==> src/rtl/pwm10_pkg.sv <==
package pwm10_pkg;
  localparam int PWM_W   = 10;
  localparam int BYTE_W  = 8;
  localparam int ADDR_W  = 2;
  localparam int SEL_W   = 2;
  localparam int PDIV_W  = 3;

  typedef struct packed {
    logic [SEL_W-1:0] csel;
    logic             pol;
    logic             oe;
    logic             run;
  } pwm_cfg_t;

  localparam logic [ADDR_W-1:0] A_CTRL  = 2'd0;
  localparam logic [ADDR_W-1:0] A_PLO   = 2'd1;
  localparam logic [ADDR_W-1:0] A_DLO   = 2'd2;
  localparam logic [ADDR_W-1:0] A_HIGH  = 2'd3;
endpackage

==> src/rtl/pwm10_regs.sv <==
module pwm10_regs
  import pwm10_pkg::*;
#(
  parameter int W  = PWM_W,
  parameter int DW = BYTE_W
) (
  input  logic              clk,
  input  logic              rst_n,
  input  logic              wr_en,
  input  logic [ADDR_W-1:0] wr_addr,
  input  logic [DW-1:0]     wr_data,
  output pwm_cfg_t          cfg,
  output logic [W-1:0]      period,
  output logic [W-1:0]      duty_m
);
  localparam int HW = W - DW;

  logic [DW-1:0]   per_lo_q, duty_lo_q;
  logic [2*HW-1:0] hi_q;
  pwm_cfg_t        cfg_q;
  logic            unused_bits;

  assign unused_bits = ^{wr_data[DW-1:6], wr_data[3]};

  always_ff @(posedge clk or negedge rst_n) begin
    if (!rst_n) begin
      cfg_q     <= '0;
      per_lo_q  <= '0;
      duty_lo_q <= '0;
      hi_q      <= '0;
    end else if (wr_en) begin
      case (wr_addr)
        A_CTRL: begin
          cfg_q.run  <= wr_data[0];
          cfg_q.oe   <= wr_data[1];
          cfg_q.pol  <= wr_data[2];
          cfg_q.csel <= wr_data[5:4];
        end
        A_PLO:   per_lo_q  <= wr_data;
        A_DLO:   duty_lo_q <= wr_data;
        default: hi_q      <= wr_data[2*HW-1:0];
      endcase
    end
  end

  assign cfg    = cfg_q;
  assign period = {hi_q[2*HW-1:HW], per_lo_q};
  assign duty_m = {hi_q[HW-1:0], duty_lo_q};
endmodule

==> src/rtl/pwm10_prescale.sv <==
module pwm10_prescale
  import pwm10_pkg::*;
#(
  parameter int CW = PDIV_W
) (
  input  logic             clk,
  input  logic             rst_n,
  input  logic             run,
  input  logic [SEL_W-1:0] csel,
  output logic             tick
);
  logic [CW-1:0] pcnt_q;
  logic [CW-1:0] last;

  always_comb begin
    case (csel)
      2'b00:   last = CW'(0);
      2'b01:   last = CW'(1);
      default: last = CW'(7);
    endcase
  end

  assign tick = run && (pcnt_q >= last);

  always_ff @(posedge clk or negedge rst_n) begin
    if (!rst_n)       pcnt_q <= '0;
    else if (!run)    pcnt_q <= '0;
    else if (tick)    pcnt_q <= '0;
    else              pcnt_q <= pcnt_q + 1'b1;
  end
endmodule

==> src/rtl/pwm10_core.sv <==
module pwm10_core
  import pwm10_pkg::*;
#(
  parameter int W = PWM_W
) (
  input  logic         clk,
  input  logic         rst_n,
  input  logic         run,
  input  logic         tick,
  input  logic         oe,
  input  logic         pol,
  input  logic [W-1:0] period,
  input  logic [W-1:0] duty_m,
  output logic [W-1:0] cnt,
  output logic [W-1:0] slave,
  output logic         pwm_out
);
  logic [W-1:0] cnt_q, slave_q;
  logic         wrap, active;

  assign wrap = tick && (cnt_q == period);

  always_ff @(posedge clk or negedge rst_n) begin
    if (!rst_n) begin
      cnt_q   <= '0;
      slave_q <= '0;
    end else if (!run) begin
      cnt_q   <= '0;
      slave_q <= duty_m;
    end else if (wrap) begin
      cnt_q   <= '0;
      slave_q <= duty_m;
    end else if (tick) begin
      cnt_q   <= cnt_q + 1'b1;
    end
  end

  assign active  = (slave_q != '0) && (cnt_q <= slave_q);
  assign pwm_out = oe ? ~(active ^ pol) : ~pol;
  assign cnt     = cnt_q;
  assign slave   = slave_q;
endmodule

==> src/rtl/pwm10_gen.sv <==
module pwm10_gen
  import pwm10_pkg::*;
#(
  parameter int W = PWM_W
) (
  input  logic              clk,
  input  logic              rst_n,
  input  logic              wr_en,
  input  logic [ADDR_W-1:0] wr_addr,
  input  logic [BYTE_W-1:0] wr_data,
  output logic              pwm_out
);
  pwm_cfg_t     cfg_q;
  logic [W-1:0] period, duty_m, cnt, slave;
  logic         tick;

  pwm10_regs #(.W(W), .DW(BYTE_W)) u_regs (
    .clk(clk), .rst_n(rst_n), .wr_en(wr_en), .wr_addr(wr_addr),
    .wr_data(wr_data), .cfg(cfg_q), .period(period), .duty_m(duty_m)
  );

  pwm10_prescale #(.CW(PDIV_W)) u_pre (
    .clk(clk), .rst_n(rst_n), .run(cfg_q.run), .csel(cfg_q.csel), .tick(tick)
  );

  pwm10_core #(.W(W)) u_core (
    .clk(clk), .rst_n(rst_n), .run(cfg_q.run), .tick(tick), .oe(cfg_q.oe),
    .pol(cfg_q.pol), .period(period), .duty_m(duty_m), .cnt(cnt),
    .slave(slave), .pwm_out(pwm_out)
  );
endmodule

==> config.mk <==
export PLATFORM = sky130hd
export DESIGN_NAME = pwm10_gen
export DESIGN_NICKNAME = d
export VERILOG_FILES = /design/src/rtl/pwm10_pkg.sv /design/src/rtl/pwm10_regs.sv /design/src/rtl/pwm10_prescale.sv /design/src/rtl/pwm10_core.sv /design/src/rtl/pwm10_gen.sv
export SDC_FILE = /design/constraint.sdc
export NUM_CORES = 1
export LEC_CHECK = 0
export BUFFER_PORTS_ARGS = -buffer_cell sky130_fd_sc_hd__buf_2
export CAP_MARGIN = 10
export CORE_UTILIZATION = 60
export CTS_CLUSTER_DIAMETER = 50
export DETAILED_ROUTE_END_ITERATION = 6
export PLACE_DENSITY = 0.91
export SETUP_SLACK_MARGIN = 0.05
export SYNTH_ARGS = -nofsm -noshare
export SYNTH_HDL_FRONTEND = slang
export SYNTH_SLANG_ARGS = --single-unit
==> constraint.sdc <==
create_clock -name clk -period 2.8 [get_ports clk]
set_input_delay 0.56 -clock clk [delete_from_list [all_inputs] [get_ports clk]]
set_output_delay 0.56 -clock clk [all_outputs]
set_load 0.05 [all_outputs]
# Word-level counts from Yosys, hierarchy flattened
# Index checks and enable logic that the tools add are counted.
[op_classes] addsub=2 magnitude_cmp=2 n_eq_ne=6 mux=9 bitwise=4 n_reduce_logical=11
[ops] operator="$mux 10" n=5
[ops] operator="$add 10x1->10 const B" n=1
[ops] operator="$eq 10x10->1" n=1
[ops] operator="$le 10x10->1" n=1
[ops] operator="$reduce_bool 10->1" n=1
[ops] operator="$reduce_and 2->1" n=4
[ops] operator="$mux 3" n=2
[ops] operator="$pmux 3 s2" n=1
[ops] operator="$eq 2x1->1 const B" n=2
[ops] operator="$logic_not 2->1" n=2
[ops] operator="$add 3x1->3 const B" n=1
[ops] operator="$ge 3x3->1" n=1
[ops] operator="$logic_and 1x1->1" n=3
[ops] operator="$ne 3x1->1 const B" n=1
[ops] operator="$not 1->1" n=3
[ops] operator="$reduce_or 3->1" n=1
[ops] operator="$eq 2x2->1 const B" n=1
[ops] operator="$ne 2x1->1 const B" n=1
[ops] operator="$mux 1" n=1
[ops] operator="$xor 1x1->1" n=1
[word_totals] register_bits=48 input_bits=13 out_inout_bits=1 word_cells=44

# Longest topological paths before layout
# Gate-level depths: netlist of run 1.
[logic_depth] word_depth=7 depth_mapped=9 depth_no_buf=7

# Modules after synthesis
# From an unflattened synthesis of run 1, not the netlist that was laid out.
[hier_totals] hier_cells=200 area_unflattened_um2=2467.4
[by_module_without_submodules] mod="pwm10_core" n_inst=1 cells_per_inst=125 area_per_inst_um2=1298.7 seq_area_each_um2=500.5
[by_module_without_submodules] mod="pwm10_regs" n_inst=1 cells_per_inst=54 area_per_inst_um2=953.4 seq_area_each_um2=625.6
[by_module_without_submodules] mod="pwm10_prescale" n_inst=1 cells_per_inst=21 area_per_inst_um2=215.2 seq_area_each_um2=75.1

# Worst setup path after synthesis of run 1
# Ideal clock, no wire load.
[synth_timing] kind="register -> output" start="register u_core.cnt_q[3] (netlist: u_core.cnt[3])" end="output pwm_out" arrival_ns=2.254 required_ns=2.240 slack_ns=-0.014 path_stages_with_launch=7 n_path_buf=0 path_cell_list="dfrtp_1 ha_1 a211oi_1 nor2_1 a2111oi_0 o211ai_1 xor2_1"
[synth_via] elab_chain_len=5
[synth_lines] element="from (decl)" line_no="pwm10_core.sv:18" text="logic [W-1:0] cnt_q, slave_q;"
[synth_lines] element="from (signal assigned)" line_no="pwm10_core.sv:34" text="cnt_q <= cnt_q + 1'b1;"
[synth_lines] element="$le 10x10->1" line_no="pwm10_core.sv:38" text="assign active = (slave_q != '0) && (cnt_q <= slave_q);"
[synth_lines] element="$logic_and 1x1->1" line_no="pwm10_core.sv:38"
[synth_lines] element="$xor 1x1->1" line_no="pwm10_core.sv:39" text="assign pwm_out = oe ? ~(active ^ pol) : ~pol;"
[synth_lines] element="$not 1->1" line_no="pwm10_core.sv:39"
[synth_lines] element="$mux 1" line_no="pwm10_core.sv:39"
[synth_lines] element="to (decl)" line_no="pwm10_gen.sv:11" text="output logic pwm_out"
# No other way between the ends.

# Worst setup path in the final report of run 1
[layout_timing] start="register u_core.slave_q[8] (netlist: u_core.slave[8])" end="output pwm_out"
[layout_via] elab_chain_len=5 elab_cells_between_ends=6 cone_classes="1 x order compare; 1 x mux; 2 x bitwise; 2 x reduce/logical"
[layout_lines] element="from (decl)" line_no="pwm10_core.sv:18"
[layout_lines] element="from (signal assigned)" line_no="pwm10_core.sv:29" text="slave_q <= duty_m;"
[layout_lines] element="from (signal assigned)" line_no="pwm10_core.sv:32" text="slave_q <= duty_m;"
[layout_lines] element="$le 10x10->1 / $reduce_bool 10->1 (equally long branches)" line_no="pwm10_core.sv:38"
[layout_lines] element="$logic_and 1x1->1 *" line_no="pwm10_core.sv:38"
[layout_lines] element="$xor 1x1->1 *" line_no="pwm10_core.sv:39"
[layout_lines] element="$not 1->1 *" line_no="pwm10_core.sv:39"
[layout_lines] element="$mux 1 *" line_no="pwm10_core.sv:39"
# Mark *: on every way between the ends. The rest lies on a longest branch, timed or not.

==> results of run 1 <==
## registers in the layout, summed over array words and instances (netlist names)
signal and flops:
u_core.cnt 10, u_pre.pcnt_q 3, u_regs.duty_lo_q 8, u_regs.per_lo_q 8, u_regs.hi_q 4, u_core.slave 10, u_regs.cfg 5
## through the flow
stage	worst slack, ps	instance area (µm²)	utilization	hold WS (ps)	TNS, ps
floorplan	220.9	2502	-	264.4	0
global placement	277.3	2663	0.6656	433.0	0
detailed placement	177.1	2663	0.6656	432.3	0
CTS	52.45	2839	0.7097	99.67	0
global route	-120.5	3052	0.7629	89.12	-120.5
finish	-24.22	3052	0.7629	88.57	-24.22
## layer usage
metal / vias up / global-route usage / share of wire
li1: 838 / - / -
met1: 956 / 0.3624 / 0.38
met2: 106 / 0.4783 / 0.51
met3: 40 / 0.05651 / 0.055
met4: 0 / 0.1303 / 0.059
met5: - / 0 / 0
## cell usage in the layout, fill, tap and decap left out, types with 4 or more instances in the layout
cell type and count:
mux2_4 6, ha_4 7, nor4_1 4, a31oi_1 4
ha_1 7, nor2_1 10, nand3_1 7, nand3b_1 5
xor2_1 8, clkbuf_8 5, nand4_1 5, inv_1 11
nand2_1 12, dfrtp_2 4, mux2_2 27, buf_4 31
dfrtp_1 44, buf_2 12, xnor2_1 7
## repair_timing
action,4_1_cts,5_1_grt
gates cloned,0,0
hold buffers,0,0
setup buffers,6,16
pin swaps,2,12
setup endpoints to repair,1,1
resized for setup,10,19
## power breakdown
group / internal [mW] / switching [mW] / total [mW]
clock: 0.179 / 0.245 / 0.424
sequential: 0.825 / 0.112 / 0.937
combinational: 0.391 / 0.378 / 0.769
total: 1.39 / 0.736 / 2.13
## worst max-delay path: stages, from the launching register on
cell and delay (ps):
dfrtp_1 420, inv_2 90, ha_4 300, nand2_4 50
buf_4 120, o21ai_1 240, a2111oi_2 60, o211ai_1 320
xor2_2 180, buf_6 180
## worst paths after layout
path                                               endpoint
min in group clk                  u_pre.pcnt_q[0]$_DFF_PN0_
worst max register to register  u_core.slave[8]$_DFFE_PN0P_
worst min-delay path              u_pre.pcnt_q[1]$_DFF_PN0_
worst max-delay path                                pwm_out
max in group asynchronous         u_core.cnt[4]$_DFFE_PN0P_
worst min register to register    u_pre.pcnt_q[0]$_DFF_PN0_
## cell type report
cell class / count / area (µm²)
multi-input combinational: 144 / 1341
sequential: 48 / 1206
fill: 216 / 948.4
timing repair buffer: 44 / 304.0
clock buffer: 7 / 76.32
tap: 50 / 62.56
inverter: 14 / 52.55
clock inverter: 1 / 8.758
## cell families (layout without fill, tap and decap cells)
| logic type | after synthesis | count (layout) | synth area share |
|---|---|---|---|
| simple gates | 60 | 60 | 0.1339 |
| flops | 48 | 48 | 0.4814 |
| mux | 33 | 33 | 0.1580 |
| compound gates | 20 | 20 | 0.06019 |
| buf+inv | 18 | 66 | 0.03510 |
| xor+xnor | 16 | 16 | 0.05617 |
| fa+ha+maj | 15 | 15 | 0.07523 |
==> qor.yml, run 1 <==
routability_cong: 0.8943
start_util: 0.6237
leakagePower_nw: 1.371
synthArstFlopShare: 1.000
finalHoldViolations: 0
clock.fmax_mhz: 354.1
synthDistinctLibCells: 35
synth.top_cells.by_count: "dfrtp_1, mux2_2, ha_1"
post-dp-hpwl_mm: 3.856
ys_ff_latch: 48
synth.cell_area_um2: 2495
timing.setup.critical_path_class: "flip-flop to primary output"
maxSlewHeadroom: 0.6495
number_of_violations_reported_at_the_end_of_detailed_routing_iteration_0: 170
tritoncts_num_sinks: 48
areaGrowthSynthToFinish_pct: 22.32
row_count: 23
drc_errors: 0
timing.critical_path.arrival_ps: 2260
fin_ws_ps: -24.22
grt_pass1_wl_mm: 9.087
synth.most_common_cell: "dfrtp_1"
netlist.area_leader.share: 0.4814
powerDensity_nw_per_um2: 698.0
core_area_um2: 4000
detail_route.wl_per_cell_um: 21.85
n_antenna_cell: 0
failed_checks: "negative setup slack"
placedCellCount: 278
rsz0062_at_grt: "yes"
detail-route-antenna-nets: 0
dr_total_vias: 1940
worst_ep_required_time_ps: 2240
via_density: 6.299
clock_tree.root_cell: "clkbuf_8"
cts-htree-levels: 2
die_span_x_um: 66.49
die_h_um: 66.49
setup.worst_path.start: "u_core.slave[8]$_DFFE_PN0P_"
portBuffers: 13
max_slew.worst_pin.slew_ps: 524.2
grt_antenna_before_repair: 0
grt-ovfl-total: 0
status: "finished with violations"
postRouteWirelength_mm: 6.731
min-delay-path-class: "input pin to asynchronous set/reset pin"
synth_flop_cell: "dfrtp_1"
numCtsBuffers: 5
vias_in_the_first_global_route: 1834
worst_clock_skew_ps: 8.313
timing.final.max_slew_violations: 0
post_layout_nonfiller_instances: 308
synth_area_leader_cell: "dfrtp_1"
worst_setup_hold_path_clk_slew_ps: 90
synthesis.nets: 238
vdd.ir_drop.worst_mv: 0.5955
die_area_um2: 4420
power.total_mw: 2.130
synth_top_cells_by_area: "dfrtp_1, mux2_2, ha_1"
syn_area_per_cell_um2: 11.88
insertion_delay_of_the_later_clocked_pin_in_the_worst_skew_pair_ps: 310
finish.net_count: 285
critical_path_start_type: "flip-flop"
cap_viol_max_count: 0
design.portCount: 14
setup_viol_count_final: 1
final_layout_size_suffix_gt1_frac: 0.4380
r2r.worst_path.cells: 8
cts_buffer_depth: 2
r2r-start: "u_regs.cfg[3]$_DFFE_PN0P_"
largest_net_degree_at_the_start_of_global_routing: 22
seq_area_frac_synth: 0.4814
grtUsageTotal: 0.2879
number_of_flops_mapped_to_enable_cells_by_yosys: 0
yosysWarningCount: 0
reg2reg_slack_ps: 310
worstSetupEndpointType: "primary output"
fin_crit_ps: 2824
layout_worst_path_cycle_share: 1.009
tritoncts_clock_tree: "built"
detailedRoute.firstPassIterationCount: 4
synthCells: 210
crit_path_max_fanout: 3
(Power assumes the default switching activity.)
==> run 2: changes to the inputs <==
--- a/config.mk
+++ b/config.mk
@@ -5,11 +5,11 @@
 export SDC_FILE = /design/constraint.sdc
 export NUM_CORES = 1
 export LEC_CHECK = 0
-export BUFFER_PORTS_ARGS = -buffer_cell sky130_fd_sc_hd__buf_2
 export CAP_MARGIN = 10
-export CORE_UTILIZATION = 60
+export CORE_UTILIZATION = 63
 export CTS_CLUSTER_DIAMETER = 50
 export DETAILED_ROUTE_END_ITERATION = 6
+export DONT_BUFFER_PORTS = 1
 export PLACE_DENSITY = 0.91
 export SETUP_SLACK_MARGIN = 0.05
 export SYNTH_ARGS = -nofsm -noshare
==> constraint.sdc (replaced) <==
create_clock -name clk -period 2.8 [get_ports clk]
set_input_delay 0.56 -clock clk [delete_from_list [all_inputs] [get_ports clk]]
set_output_delay 0.56 -clock clk [all_outputs]
set_load 0.005 [all_outputs]
==> run 2 against run 1 <==
Net effect: sequential share of layout area is 4.3 points higher; register-to-register slack worse by 60 ps; combinational power is 33% lower; worst setup slack better by 140 ps; fmax is 5.2% higher; highest routed layer unchanged; final cell count is 13% lower; the run now ends clean; critical endpoint unchanged.
==> qor.yml, run 2 (synthesized netlist as in run 1, its figures left out) <==
cts-htree-levels: 2  # unchanged
start_util: 0.6714  # +0.04767
power.total_mw: 1.973  # -7.4%
vdd.ir_drop.worst_mv: 0.4661  # -22%
rsz0062_at_grt: "no"
die_h_um: 64.93  # -2.3%
via_density: 6.227  # -1.1%
use_met2: 0.4544  # -0.02389
final_cell_mix: "dfrtp_1, mux2_2, ha_1, inv_1, nand2_1"
row_count: 22  # -4.3%
crit_path_max_fanout: 5  # +2
worst_setup_hold_path_clk_slew_ps: 90  # about the same
die_span_x_um: 64.93  # -2.3%
cp_num_buf_inv: 0  # -3
grt.met3_usage: 0.07394  # +0.01744
critical_path_start_type: "flip-flop"
design.portCount: 14  # unchanged
maxSlewHeadroom: 0.6501  # about the same
final_layout_size_suffix_gt1_frac: 0.2851  # -0.1529
tritoncts_clock_tree: "built"
number_of_violations_reported_at_the_end_of_detailed_routing_iteration_0: 101  # -41%
fin_ws_ps: 115.8  # +140.0 ps
dr_total_vias: 1675  # -14%
fin_crit_ps: 2684  # -140.0 ps
powerDensity_nw_per_um2: 717.1  # +2.7%
clock.fmax_mhz: 372.6  # +5.2%
timing.critical_path.arrival_ps: 2120  # -140 ps
largest_net_degree_at_the_start_of_global_routing: 49  # +120%
core_area_um2: 3716  # -7.1%
grt.busiest_layer: "met2"
cap_viol_max_count: 0  # unchanged
drc_errors: 0  # unchanged
clock_tree.root_cell: "clkbuf_8"
timing.final.max_slew_violations: 0  # unchanged
layout_worst_path_cycle_share: 0.9586  # -0.05001
worst_clock_skew_ps: 3.769  # -4.544 ps
critPathTopFamily: "compound AO/OA/AOI/OAI gates"
timing.setup.critical_path_class: "flip-flop to primary output"
detail-route-antenna-nets: 0  # unchanged
grtUsageTotal: 0.2823  # -0.005549
n_antenna_cell: 0  # unchanged
tritoncts_num_sinks: 48  # unchanged
setup_viol_count_final: 0  # -1
numCtsBuffers: 5  # unchanged
design_area_um2: 2751  # -9.8%
finalHoldViolations: 0  # unchanged
grt_antenna_before_repair: 0  # unchanged
grt-ovfl-total: 0  # unchanged
dp_slack_ps: 239.8  # +62.69 ps
portBuffers: 0  # -13
detail_route.wl_per_cell_um: 19.14  # -12%
critPathSlowestCell: "dfrtp_2"
setup_total_negative_slack_ps: 0  # +24.22 ps
routability_cong: 0.8864  # -0.88%
grt_pass1_wl_mm: 8.604  # -5.3%
worstSetupEndpointType: "primary output"
vias_in_the_first_global_route: 1779  # -3.0%
status: "completed"
postRouteWirelength_mm: 5.149  # -24%
die_area_um2: 4216  # -4.6%
min-delay-path-class: "input pin to asynchronous set/reset pin"
max_slew.worst_pin.slew_ps: 522.9  # -1.290 ps
cts_buffer_depth: 2  # unchanged
leakagePower_nw: 1.231  # -10%
worst_ep_required_time_ps: 2240  # about the same
critical_path.cell_chain: "ha_1, a21oi_1, o21ai_2, a2111oi_4, o211ai_1, xor2_1"
most_frequent_standard_cell_in_the_layout_excluding_fill_and_tap_cells: "dfrtp_1"
cpPeakStageDelay_ps: 460  # +40 ps
dpl-instance-area_um2: 2565  # -3.7%
areaGrowthSynthToFinish_pct: 10.28
detailedRoute.firstPassIterationCount: 5  # +1
post-dp-hpwl_mm: 3.555  # -7.8%
fill_cells: 238  # +10%
utilization: 0.7404  # -0.02250
insertion_delay_of_the_later_clocked_pin_in_the_worst_skew_pair_ps: 300  # about the same
finish.net_count: 248  # -13%
global_route.usage.met1: 0.3505  # -0.01187
-- run 2: changes by cell type in the layout (fill, tap and decap cells not counted), sizes merged --
cell    delta
buf       -37
bufinv     +1
clkbuf     -1
-- run 2: worst register-to-register path: cells and delay by family, from the launching register on --
family	cells	cell delay (ps)
mux	1	410
flops	1	380
simple gates	3	810
fa+ha+maj	1	270
compound gates	2	550
-- run 2: layout make-up --
class,instances,area [µm²],area share
clock buffer,6,82.58,0.03001
clock inverter,2,38.79,0.01410
inverter,14,52.55,0.01910
multi-input combinational,144,1240,0.4507
sequential,48,1205,0.4379
tap,48,60.06,0.02183
timing repair buffer,7,72.57,0.02638
-- run 2: metal layers --
layer  wire length (µm)  share of wire
met1               2041           0.40
met2               2565           0.50
met3                323          0.063
met4                218          0.042
met5                  0              0
-- run 2: final timing paths --
| path | cells after the start | to | startpoint | slack [ps] |
|---|---|---|---|---|
| min reg2reg | 1 | u_pre.pcnt_q[0]$_DFF_PN0_ | u_pre.pcnt_q[0]$_DFF_PN0_ | 470 |
| max in group asynchronous | 1 | u_core.cnt[6]$_DFFE_PN0P_ | rst_n | 2480 |
| max reg2reg | 7 | u_core.slave[1]$_DFFE_PN0P_ | u_regs.cfg[4]$_DFFE_PN0P_ | 250 |
| min in group clk | 2 | u_regs.cfg[4]$_DFFE_PN0P_ | wr_data[5] | 370 |
| min | 1 | u_core.cnt[3]$_DFFE_PN0P_ | rst_n | 80 |
| max | 6 | pwm_out | u_core.cnt[9]$_DFFE_PN0P_ | 120 |
-- run 2: timing repair --
action	CTS	global route
hold endpoints to repair	48	0
cloned	0	0
pin swaps	0	4
setup buffers	0	0
endpoints found under the setup margin	1	1
hold buffers	1	0
gates resized for setup	2	9
-- run 2: power breakdown --
part | switching [mW] | leakage (nW) | internal (mW)
registers | 0.113 | 0.590 | 0.823
clock network | 0.233 | 0.0614 | 0.292
logic | 0.256 | 0.580 | 0.256
-- run 2: stage by stage --
stage / hold slack, ps / instances
floorplan: 264.4 / 210
global placement: 266.3 / 260
detailed placement: 265.9 / 260
CTS: 99.25 / 269
global route: 96.61 / 269
finish: 75.31 / 269
==> run 3: changes to the inputs <==
--- a/config.mk
+++ b/config.mk
@@ -11,7 +11,9 @@
 export DETAILED_ROUTE_END_ITERATION = 6
 export DONT_BUFFER_PORTS = 1
 export PLACE_DENSITY = 0.91
+export RECOVER_POWER = 25
 export SETUP_SLACK_MARGIN = 0.05
+export SLEW_MARGIN = 20
 export SYNTH_ARGS = -nofsm -noshare
 export SYNTH_HDL_FRONTEND = slang
 export SYNTH_SLANG_ARGS = --single-unit
==> run 3 against run 2 <==
Net effect: worst setup slack did not move; the flow now finishes with violations (max-capacitance violations, max-slew violations); clock power is essentially flat; flip-flop and latch count unchanged; global-route usage did not move; register-to-register slack barely moved; die area is the same; largest power group unchanged; wire length is essentially flat; critical path depth is the same; via count is the same; sequential share of layout area up 0.24 points; non-clock buffer count unchanged.
==> qor.yml, run 3 (synthesized netlist as in run 1, its figures left out) <==
die_span_x_um: 64.93  # unchanged
final_layout_size_suffix_gt1_frac: 0.2805  # -0.004525
timing.critical_path.arrival_ps: 2120  # about the same
worst_ep_required_time_ps: 2240  # about the same
start_util: 0.6714  # unchanged
row_count: 22  # unchanged
detail-route-antenna-nets: 0  # unchanged
critical_path_start_type: "flip-flop"
layout_worst_path_cycle_share: 0.9586  # unchanged
worstHoldStart: "wr_data[5]"
detailedRoute.firstPassIterationCount: 5  # unchanged
final_cell_mix: "dfrtp_1, mux2_2, ha_1, inv_1, nand2_1"
clock.fmax_mhz: 372.6  # unchanged
die_area_um2: 4216  # unchanged
min-delay-path-class: "input pin to flip-flop"
grt-ovfl-total: 0  # unchanged
status: "finished with violations"
setup_viol_count_final: 0  # unchanged
r2r-start: "u_regs.cfg[4]$_DFFE_PN0P_"
insertion_delay_of_the_later_clocked_pin_in_the_worst_skew_pair_ps: 300  # about the same
post-dp-hpwl_mm: 3.555  # unchanged
finish.net_count: 248  # unchanged
vdd.ir_drop.worst_mv: 0.4660  # about the same
rsz0062_at_grt: "no"
via_density: 6.227  # unchanged
power.total_mw: 1.970  # -0.15%
most_frequent_standard_cell_in_the_layout_excluding_fill_and_tap_cells: "dfrtp_1"
core_area_um2: 3716  # unchanged
worst_hold_slack_ps: 371.4  # +296.1 ps
failed_checks: "max-capacitance violations, max-slew violations"
fin_crit_ps: 2684  # unchanged
post_layout_nonfiller_instances: 269  # unchanged
vias_in_the_first_global_route: 1779  # unchanged
crit_path_max_fanout: 5  # unchanged
reg2reg_slack_ps: 250  # about the same
endpoint: "pwm_out"
grt_pass1_wl_mm: 8.604  # unchanged
postRouteWirelength_mm: 5.151  # about the same
worst_setup_hold_path_clk_slew_ps: 90  # about the same
die_h_um: 64.93  # unchanged
worstSetupEndpointType: "primary output"
fin_ws_ps: 115.8  # unchanged
portBuffers: 0  # unchanged
critical_path.reg2reg.endpoint: "u_core.slave[1]$_DFFE_PN0P_"
max_slew.worst_pin.slew_ps: 2028  # +1505 ps
cts-htree-levels: 2  # unchanged
timing.final.max_slew_violations: 49  # +49
critPathSlowestCell: "dfrtp_2"
timing.setup.critical_path_class: "flip-flop to primary output"
finalHoldViolations: 0  # unchanged
setup.worst_path.start: "u_core.cnt[9]$_DFFE_PN0P_"
numCtsBuffers: 5  # unchanged
placedCellCount: 260  # unchanged
grt_antenna_before_repair: 0  # unchanged
cap_viol_max_count: 1  # +1
leakagePower_nw: 1.231  # about the same
design_area_um2: 2736  # -0.55%
drc_errors: 0  # unchanged
number_of_violations_reported_at_the_end_of_detailed_routing_iteration_0: 101  # unchanged
worst_clock_skew_ps: 3.769  # unchanged
grtUsageTotal: 0.2823  # unchanged
critical_path.cell_chain: "ha_1, a21oi_1, o21ai_2, a2111oi_4, o211ai_1, xor2_1"
maxSlewHeadroom: -0.3519  # -1.002
tritoncts_num_sinks: 48  # unchanged
largest_net_degree_at_the_start_of_global_routing: 49  # unchanged
detail_route.wl_per_cell_um: 19.15  # about the same
n_antenna_cell: 0  # unchanged
routability_cong: 0.8864  # unchanged
cpPeakStageDelay_ps: 460  # about the same
setup_total_negative_slack_ps: 0  # unchanged
dpl-instance-area_um2: 2565  # unchanged
dp_slack_ps: 239.8  # unchanged
clock_tree.root_cell: "clkbuf_8"
r2r.worst_path.cells: 7  # unchanged
dr_total_vias: 1675  # unchanged
powerDensity_nw_per_um2: 720.0  # +0.40%
cts_buffer_depth: 2  # unchanged
design.portCount: 14  # unchanged
areaGrowthSynthToFinish_pct: 9.679
utilization: 0.7364  # -0.004040
tritoncts_clock_tree: "built"
## run 3: changes by cell type in the layout (fill, tap and decap cells not counted)
cell	before	now
dlymetal6s4s_1	0	1
buf_16	1	0
## run 3: area by class of cell
| class | count | area [µm²] |
|---|---|---|
| Multi-Input combinational cell | 144 | 1240 |
| Sequential cell | 48 | 1205 |
| Fill cell | 240 | 979.7 |
| Clock buffer | 6 | 82.58 |
| Tap cell | 48 | 60.06 |
| Timing Repair Buffer | 7 | 57.56 |
| Inverter | 14 | 52.55 |
| Clock inverter | 2 | 38.79 |
## run 3: critical path, delay by kind of cell, from the launching register on
kind            cells  cell delay, ps
compound gates      4             790
flops               1             460
fa+ha+maj           1             350
xor+xnor            1             230
## run 3: power by group
group,leakage [nW],switching (mW),internal (mW)
registers,0.590,0.113,0.823
clock network,0.0614,0.233,0.292
logic,0.580,0.256,0.253
## run 3: what timing repair did
| item | CTS | global route |
|---|---|---|
| endpoints found under the setup margin | 1 | 1 |
| pin swaps | 0 | 4 |
| setup buffers | 0 | 0 |
| hold endpoints to repair | 48 | 0 |
| gates resized for setup | 2 | 9 |
| hold buffers | 1 | 0 |
## run 3: routing by layer
metal | vias up | global-route usage | part of all wire
li1 | 769 | - | -
met1 | 818 | 0.3505 | 0.40
met2 | 64 | 0.4544 | 0.50
met3 | 24 | 0.07394 | 0.063
met4 | 0 | 0.1389 | 0.042
met5 | - | 0 | 0
## run 3: worst min path at each step
stage	endpoint	slack, ps	cells after the start
after floorplan	u_core.cnt[0]$_DFFE_PN0P_	260	0
after global placement	u_core.cnt[3]$_DFFE_PN0P_	270	0
after detailed placement	u_core.cnt[3]$_DFFE_PN0P_	270	0
after CTS	u_core.cnt[3]$_DFFE_PN0P_	100	1
after global routing	u_regs.cfg[0]$_DFFE_PN0P_	380	2
final	u_regs.cfg[4]$_DFFE_PN0P_	370	2
